===== src/rtl/trig_qual_pkg.sv =====
package trig_qual_pkg;

  typedef enum logic [1:0] {
    COND_LOW  = 2'b00,
    COND_HIGH = 2'b01,
    COND_FALL = 2'b10,
    COND_RISE = 2'b11
  } trig_cond_e;

  localparam logic [1:0] MODE_SCAN_ONCE = 2'b10;

  typedef enum logic [1:0] {
    ARM_READY     = 2'b00,
    ARM_WAIT_BUSY = 2'b01,
    ARM_WAIT_IDLE = 2'b10
  } arm_state_e;

  // control -> history strobes
  typedef struct packed {
    logic clearHist;
  } hist_ctl_t;

  // history -> control status
  typedef struct packed {
    logic curLvl;
    logic levelReady;
    logic edgeReady;
  } hist_stat_t;

endpackage


===== src/rtl/trig_qual_hist.sv =====
module trig_qual_hist
  import trig_qual_pkg::*;
#(
  parameter int SYNC_STAGES = 2,
  parameter int LEVEL_MIN   = 8,
  parameter int EDGE_MIN    = 4
) (
  input  logic       clk,
  input  logic       rst_n,
  input  logic       rawPin,
  input  hist_ctl_t  ctl,
  output hist_stat_t stat
);

  localparam int CNT_W = $clog2(LEVEL_MIN + 1);
  localparam logic [CNT_W-1:0] LVL_CNT = CNT_W'(LEVEL_MIN);
  localparam logic [CNT_W-1:0] EDG_CNT = CNT_W'(EDGE_MIN);
  localparam logic [CNT_W-1:0] ONE_CNT = CNT_W'(1);

  logic [SYNC_STAGES-1:0] syncChain;
  logic                   syncLvl;
  logic                   lastLvl;
  logic [CNT_W-1:0]       holdCnt;
  logic [CNT_W-1:0]       priorHold;

  // synchroniser: the stage count picks the form of the chain
  generate
    if (SYNC_STAGES == 1) begin : g_sync_single
      always_ff @(posedge clk or negedge rst_n) begin
        if (!rst_n) syncChain <= '0;
        else        syncChain <= rawPin;
      end
    end else begin : g_sync_chain
      always_ff @(posedge clk or negedge rst_n) begin
        if (!rst_n) syncChain <= '0;
        else        syncChain <= {syncChain[SYNC_STAGES-2:0], rawPin};
      end
    end
  endgenerate

  assign syncLvl = syncChain[SYNC_STAGES-1];

  // run-length history of the synchronised level
  always_ff @(posedge clk or negedge rst_n) begin
    if (!rst_n) begin
      lastLvl   <= 1'b0;
      holdCnt   <= '0;
      priorHold <= '0;
    end else if (ctl.clearHist) begin
      lastLvl   <= syncLvl;
      holdCnt   <= '0;
      priorHold <= '0;
    end else if (syncLvl != lastLvl) begin
      lastLvl   <= syncLvl;
      priorHold <= holdCnt;
      holdCnt   <= ONE_CNT;
    end else if (holdCnt != LVL_CNT) begin
      holdCnt   <= holdCnt + ONE_CNT;
    end
  end

  always_comb begin
    stat.curLvl     = lastLvl;
    stat.levelReady = (holdCnt == LVL_CNT);
    stat.edgeReady  = (holdCnt == EDG_CNT) && (priorHold >= EDG_CNT);
  end

  // counters saturate at the level window and never run past it
  assert_hold_bound_R8: assert property (@(posedge clk) disable iff (!rst_n)
    (holdCnt <= LVL_CNT) && (priorHold <= LVL_CNT));

  // a fresh run after a transition always starts at one sample
  assert_run_restart_R4: assert property (@(posedge clk) disable iff (!rst_n)
    (!ctl.clearHist && $past(ctl.clearHist) == 1'b0 && lastLvl != $past(lastLvl)) |-> holdCnt == ONE_CNT);

endmodule


===== src/rtl/trig_qual_ctl.sv =====
module trig_qual_ctl
  import trig_qual_pkg::*;
(
  input  logic       clk,
  input  logic       rst_n,
  input  logic       trigEnable,
  input  logic [1:0] trigCond,
  input  logic [1:0] seqMode,
  input  logic       seqBusy,
  input  hist_stat_t stat,
  output hist_ctl_t  ctl,
  output logic       startPulse
);

  arm_state_e armState;
  logic       qualified;
  logic       condHit;
  logic       fireNow;

  assign qualified = trigEnable && (seqMode == MODE_SCAN_ONCE);

  always_comb begin
    ctl.clearHist = !qualified;
  end

  always_comb begin
    case (trig_cond_e'(trigCond))
      COND_LOW:  condHit = stat.levelReady && !stat.curLvl;
      COND_HIGH: condHit = stat.levelReady &&  stat.curLvl;
      COND_FALL: condHit = stat.edgeReady  && !stat.curLvl;
      default:   condHit = stat.edgeReady  &&  stat.curLvl;
    endcase
  end

  assign fireNow = qualified && (armState == ARM_READY) && !seqBusy && condHit;

  // arming: fire, wait for busy, wait for idle, re-arm
  always_ff @(posedge clk or negedge rst_n) begin
    if (!rst_n) begin
      armState <= ARM_READY;
    end else if (!qualified) begin
      armState <= ARM_READY;
    end else begin
      case (armState)
        ARM_READY:     if (fireNow) armState <= ARM_WAIT_BUSY;
        ARM_WAIT_BUSY: if (seqBusy) armState <= ARM_WAIT_IDLE;
        ARM_WAIT_IDLE: if (!seqBusy) armState <= ARM_READY;
        default:       armState <= ARM_READY;
      endcase
    end
  end

  always_ff @(posedge clk or negedge rst_n) begin
    if (!rst_n) startPulse <= 1'b0;
    else        startPulse <= fireNow;
  end

  assert_one_shot_R6: assert property (@(posedge clk) disable iff (!rst_n)
    startPulse |=> !startPulse);

  assert_gated_R5: assert property (@(posedge clk) disable iff (!rst_n)
    startPulse |-> ($past(trigEnable) && $past(seqMode) == MODE_SCAN_ONCE));

  assert_level_side_R2: assert property (@(posedge clk) disable iff (!rst_n)
    (startPulse && !$past(trigCond[1])) |->
      ($past(stat.levelReady) && $past(stat.curLvl) == $past(trigCond[0])));

  assert_edge_side_R3: assert property (@(posedge clk) disable iff (!rst_n)
    (startPulse && $past(trigCond[1])) |->
      ($past(stat.edgeReady) && $past(stat.curLvl) == $past(trigCond[0])));

  assert_idle_only_R7: assert property (@(posedge clk) disable iff (!rst_n)
    startPulse |-> !$past(seqBusy));

endmodule


===== src/rtl/ext_trig_qualifier.sv =====
module ext_trig_qualifier
  import trig_qual_pkg::*;
#(
  parameter int SYNC_STAGES = 2,
  parameter int LEVEL_MIN   = 8,
  parameter int EDGE_MIN    = 4
) (
  input  logic       clk,
  input  logic       rst_n,
  input  logic       trigPin,
  input  logic       trigEnable,
  input  logic [1:0] trigCond,
  input  logic [1:0] seqMode,
  input  logic       seqBusy,
  output logic       startPulse
);

  hist_ctl_t  histCtl;
  hist_stat_t histStat;

  trig_qual_hist #(
    .SYNC_STAGES(SYNC_STAGES),
    .LEVEL_MIN  (LEVEL_MIN),
    .EDGE_MIN   (EDGE_MIN)
  ) u_hist (
    .clk   (clk),
    .rst_n (rst_n),
    .rawPin(trigPin),
    .ctl   (histCtl),
    .stat  (histStat)
  );

  trig_qual_ctl u_ctl (
    .clk       (clk),
    .rst_n     (rst_n),
    .trigEnable(trigEnable),
    .trigCond  (trigCond),
    .seqMode   (seqMode),
    .seqBusy   (seqBusy),
    .stat      (histStat),
    .ctl       (histCtl),
    .startPulse(startPulse)
  );

endmodule


===== config.mk =====
export PLATFORM = sky130hd
export DESIGN_NAME = ext_trig_qualifier
export DESIGN_NICKNAME = d
export VERILOG_FILES = /design/src/rtl/trig_qual_pkg.sv /design/src/rtl/trig_qual_hist.sv /design/src/rtl/trig_qual_ctl.sv /design/src/rtl/ext_trig_qualifier.sv
export SDC_FILE = /design/constraint.sdc
export NUM_CORES = 1
export LEC_CHECK = 0
export CAP_MARGIN = 15
export CORE_AREA = 8 8 45 47
export CTS_BUF_LIST = sky130_fd_sc_hd__clkbuf_4
export CTS_CLUSTER_DIAMETER = 50
export DETAILED_ROUTE_END_ITERATION = 10
export DIE_AREA = 0 0 53 55
export DONT_BUFFER_PORTS = 1
export GPL_ROUTABILITY_DRIVEN = 0
export RECOVER_POWER = 25
export SETUP_SLACK_MARGIN = 0.3
export SLEW_MARGIN = 20
export SYNTH_ARGS = -nofsm -noshare
export SYNTH_HDL_FRONTEND = slang
export SYNTH_SLANG_ARGS = --single-unit

===== constraint.sdc =====
create_clock -name clk -period 1.6 [get_ports clk]
set_input_delay 0 -clock clk [delete_from_list [all_inputs] [get_ports clk]]
set_output_delay 0 -clock clk [all_outputs]
set_load 0.01 [all_outputs]

==> implementation parameters <==
Parameter                              Value

Hold path
  Class of the most critical hold timing path    in2reg

STA
  Highest attainable clock frequency    855 MHz
  Final max-slew violation count    0
  Sum of negative setup slack    0 ns
  Final worst path period share    0.731
  Slew of the pin with the lowest slew margin    0.548 ns
  Post-layout min period    1.17 ns
  Final clock skew    0.00475 ns
  Remaining max-slew budget at the tightest pin    0.634
  Hold Vio Cnt, Final    0
  Count of endpoints failing setup in the final report    0
  Unrepaired setup endpoints after global routing    false

Final layout
  Non-filler instance count after layout    76
  Fin nets    72
  Fraction of final layout cells sized beyond drive strength 1    0.100
  Number of diodes added for antenna fixing    0
  Area growth from synthesis to layout    20.5%
  Fraction of the core area covered by cells at the end of the flow    0.488
  Final instance area    676 um^2

Clock network
  Number of buffers inserted during clock tree synthesis    3
  Number of levels in the clock H-tree    1
  Root Buffer    clkbuf_4
  Post-CTS setup buffer count    0
  CTS tree    yes
  TritonCTS sink count    12
  Clock edge transition at the registers on the reported setup and hold paths    0.08 ns
  Latest clock arrival within the worst-skew pair    0.27 ns
  Max Buffers Root-to-Sink    2

Global route
  GR Overflow Total    0
  Global-route wire length before repair    1.76 mm
  Largest net degree at the start of global routing    13
  Overall fraction of global-route tracks in use    0.0822
  Vias in the first global route    397
  Initial antenna violation count    0

Die
  Standard-cell rows    14
  Die ar.    2920 um^2
  Chip height    55 um
  Die X-Extent    53 um
  Core Area    1380 um^2
  I/O pin cnt    10
  Initial core utilization    0.405

Drt
  Vias per cell    5.07
  Detailed-route via count    385
  Drt first pass iters    2
  Post-route DRC    0
  Number of nets with antenna violations after routing    0
  Drt first-iter violations    7
  Final routed wirelength across all metal layers    952 um
  Average routed wire per standard cell    12.5 um

Setup path
  Crit end category    flop
  Nature of the critical path startpoint    flop
  Highest net fanout along the worst path    4
  Startpoint-to-endpoint class of the critical path    reg2reg
  Required time of the critical path    1.75 ns
  Register-to-register setup slack    0.43 ns
  Arrival time of data at the critical path endpoint    1.32 ns

Status
  Result of the run    complete, no violations

Pwr
  P_leak    0.301 nW
  IR Drop Worst-Case VDD    0.462 mV
  Total power    0.545 mW
  Pwr/cell area    806 nW/um^2

Synthesis
  Synthesized area per cell    11.2 um^2
  Fraction of the yosys area taken by sequential cells    0.536
  Net count of the mapped netlist    61
  Warning count from the yosys run    0
  Cell area after synthesis    561 um^2
  Gate count after technology mapping    50
  Number of distinct library cell variants in the gate-level netlist after synthesis    20
  Count of state elements after synthesis    12

Placement
  Standard cell area after detailed placement    577 um^2
  Number of buffers added on ports    0
  Total placed cells including tap cells    65
  Half-perimeter wire length of the detailed placement result    728 um

Run
  Maximum Capacitance Violations    0
==> final cells by class <==
| type | count | area [um^2] |
|---|---|---|
| Inverter | 2 | 7.51 |
| Fill cell | 133 | 708 |
| Timing Repair Buffer | 7 | 70.1 |
| Clock inverter | 1 | 3.75 |
| Clock buffer | 3 | 22.5 |
| Tap cell | 16 | 20.0 |
| Multi-Input combinational cell | 35 | 251 |
| Sequential cell | 12 | 300 |
==> through the flow <==
step,setup WS [ns],hold WS (ns)
3_5_place_dp,0.410,-0.295
4_1_cts,0.394,0.0280
2_1_floorplan,0.494,-0.296
5_1_grt,0.309,0.0490
3_3_place_gp,0.402,-0.295
6_report,0.430,0.0299
==> worst max-delay path, stage by stage, from the launching register on <==
cell	delay (ns)
dfrtp_1	0.42
inv_1	0.07
ha_2	0.18
nand3b_1	0.13
xnor2_1	0.16
a21oi_1	0.08
==> cells in the final DEF, fill, tap and decap left out, drive strengths merged <==
master	n
inv	2
nand2b	1
nor4	1
a21oi	2
nor2	6
mux2i	3
and3	1
o31ai	1
o32a	1
dlygate4sd3	7
nand2	5
nand3	2
clkbuf	3
dfrtp	12
and3b	1
clkinv	1
nand3b	3
ha	2
or2b	1
xor2	2
xnor2	3
==> layer usage <==
metal	vias up	wire [um]	part of all wire	track usage
met5	-	0	0	0
met4	0	13	0.014	0.0517
met3	2	91	0.096	0.0348
met2	12	399	0.42	0.121
met1	181	448	0.47	0.0967
li1	190	-	-	-
==> power breakdown <==
part | switching (mW) | internal (mW) | leakage, nW
sequential | 0.00428 | 0.308 | 0.160
combinational | 0.0209 | 0.0231 | 0.126
clock | 0.0985 | 0.0902 | 0.0154
==> final timing paths <==
check | from | cells past startpoint | to
hold reg to reg | u_hist.syncChain[0] | 0 | u_hist.syncChain[1]
setup reg to reg | u_hist.holdCnt[0] | 5 | u_hist.holdCnt[0]
hold / removal | trigCond[1] | 3 | u_ctl.startPulse
setup / recovery | u_hist.holdCnt[0] | 5 | u_hist.holdCnt[0]
min in group asynchronous | rst_n | 1 | u_ctl.armState[0]
max in group asynchronous | rst_n | 1 | u_hist.holdCnt[1]
==> cell usage after synthesis <==
cell type,instances,area share
o31ai_1,1,0.013
and3_1,1,0.011
dfrtp_1,12,0.54
a21oi_1,2,0.018
nand2b_1,1,0.011
clkbuf_1,1,0.0067
nand3b_1,3,0.040
nor4_2,1,0.022
and3b_1,1,0.016
o32a_1,1,0.018
nand3_1,2,0.018
nand2_1,5,0.033
xnor2_1,2,0.031
mux2i_1,3,0.054
nor2_1,6,0.040
ha_1,2,0.045
inv_1,2,0.013
xnor2_2,1,0.029
xor2_1,2,0.031
or2b_1,1,0.013
==> sequential cells by signal (all words and copies together), names as in the netlist <==
signal,flops
u_hist.holdCnt,4
u_hist.priorHold,2
u_hist.syncChain,2
u_hist.lastLvl,1
u_ctl.startPulse,1
u_ctl.armState,2
==> timing repair <==
action,4_1_cts,5_1_grt
endpoints found under the setup margin,0,1
hold endpoints to repair,19,0
gates resized for setup,0,1
hold buffers,7,0
==> kinds of logic after synthesis <==
logic type	share of synthesized area
compound gates	0.0491
buf+inv	0.0201
xor+xnor	0.0915
fa+ha+maj	0.0446
mux	0.0536
simple gates	0.205
flops	0.536
(Power assumes the default switching activity.)
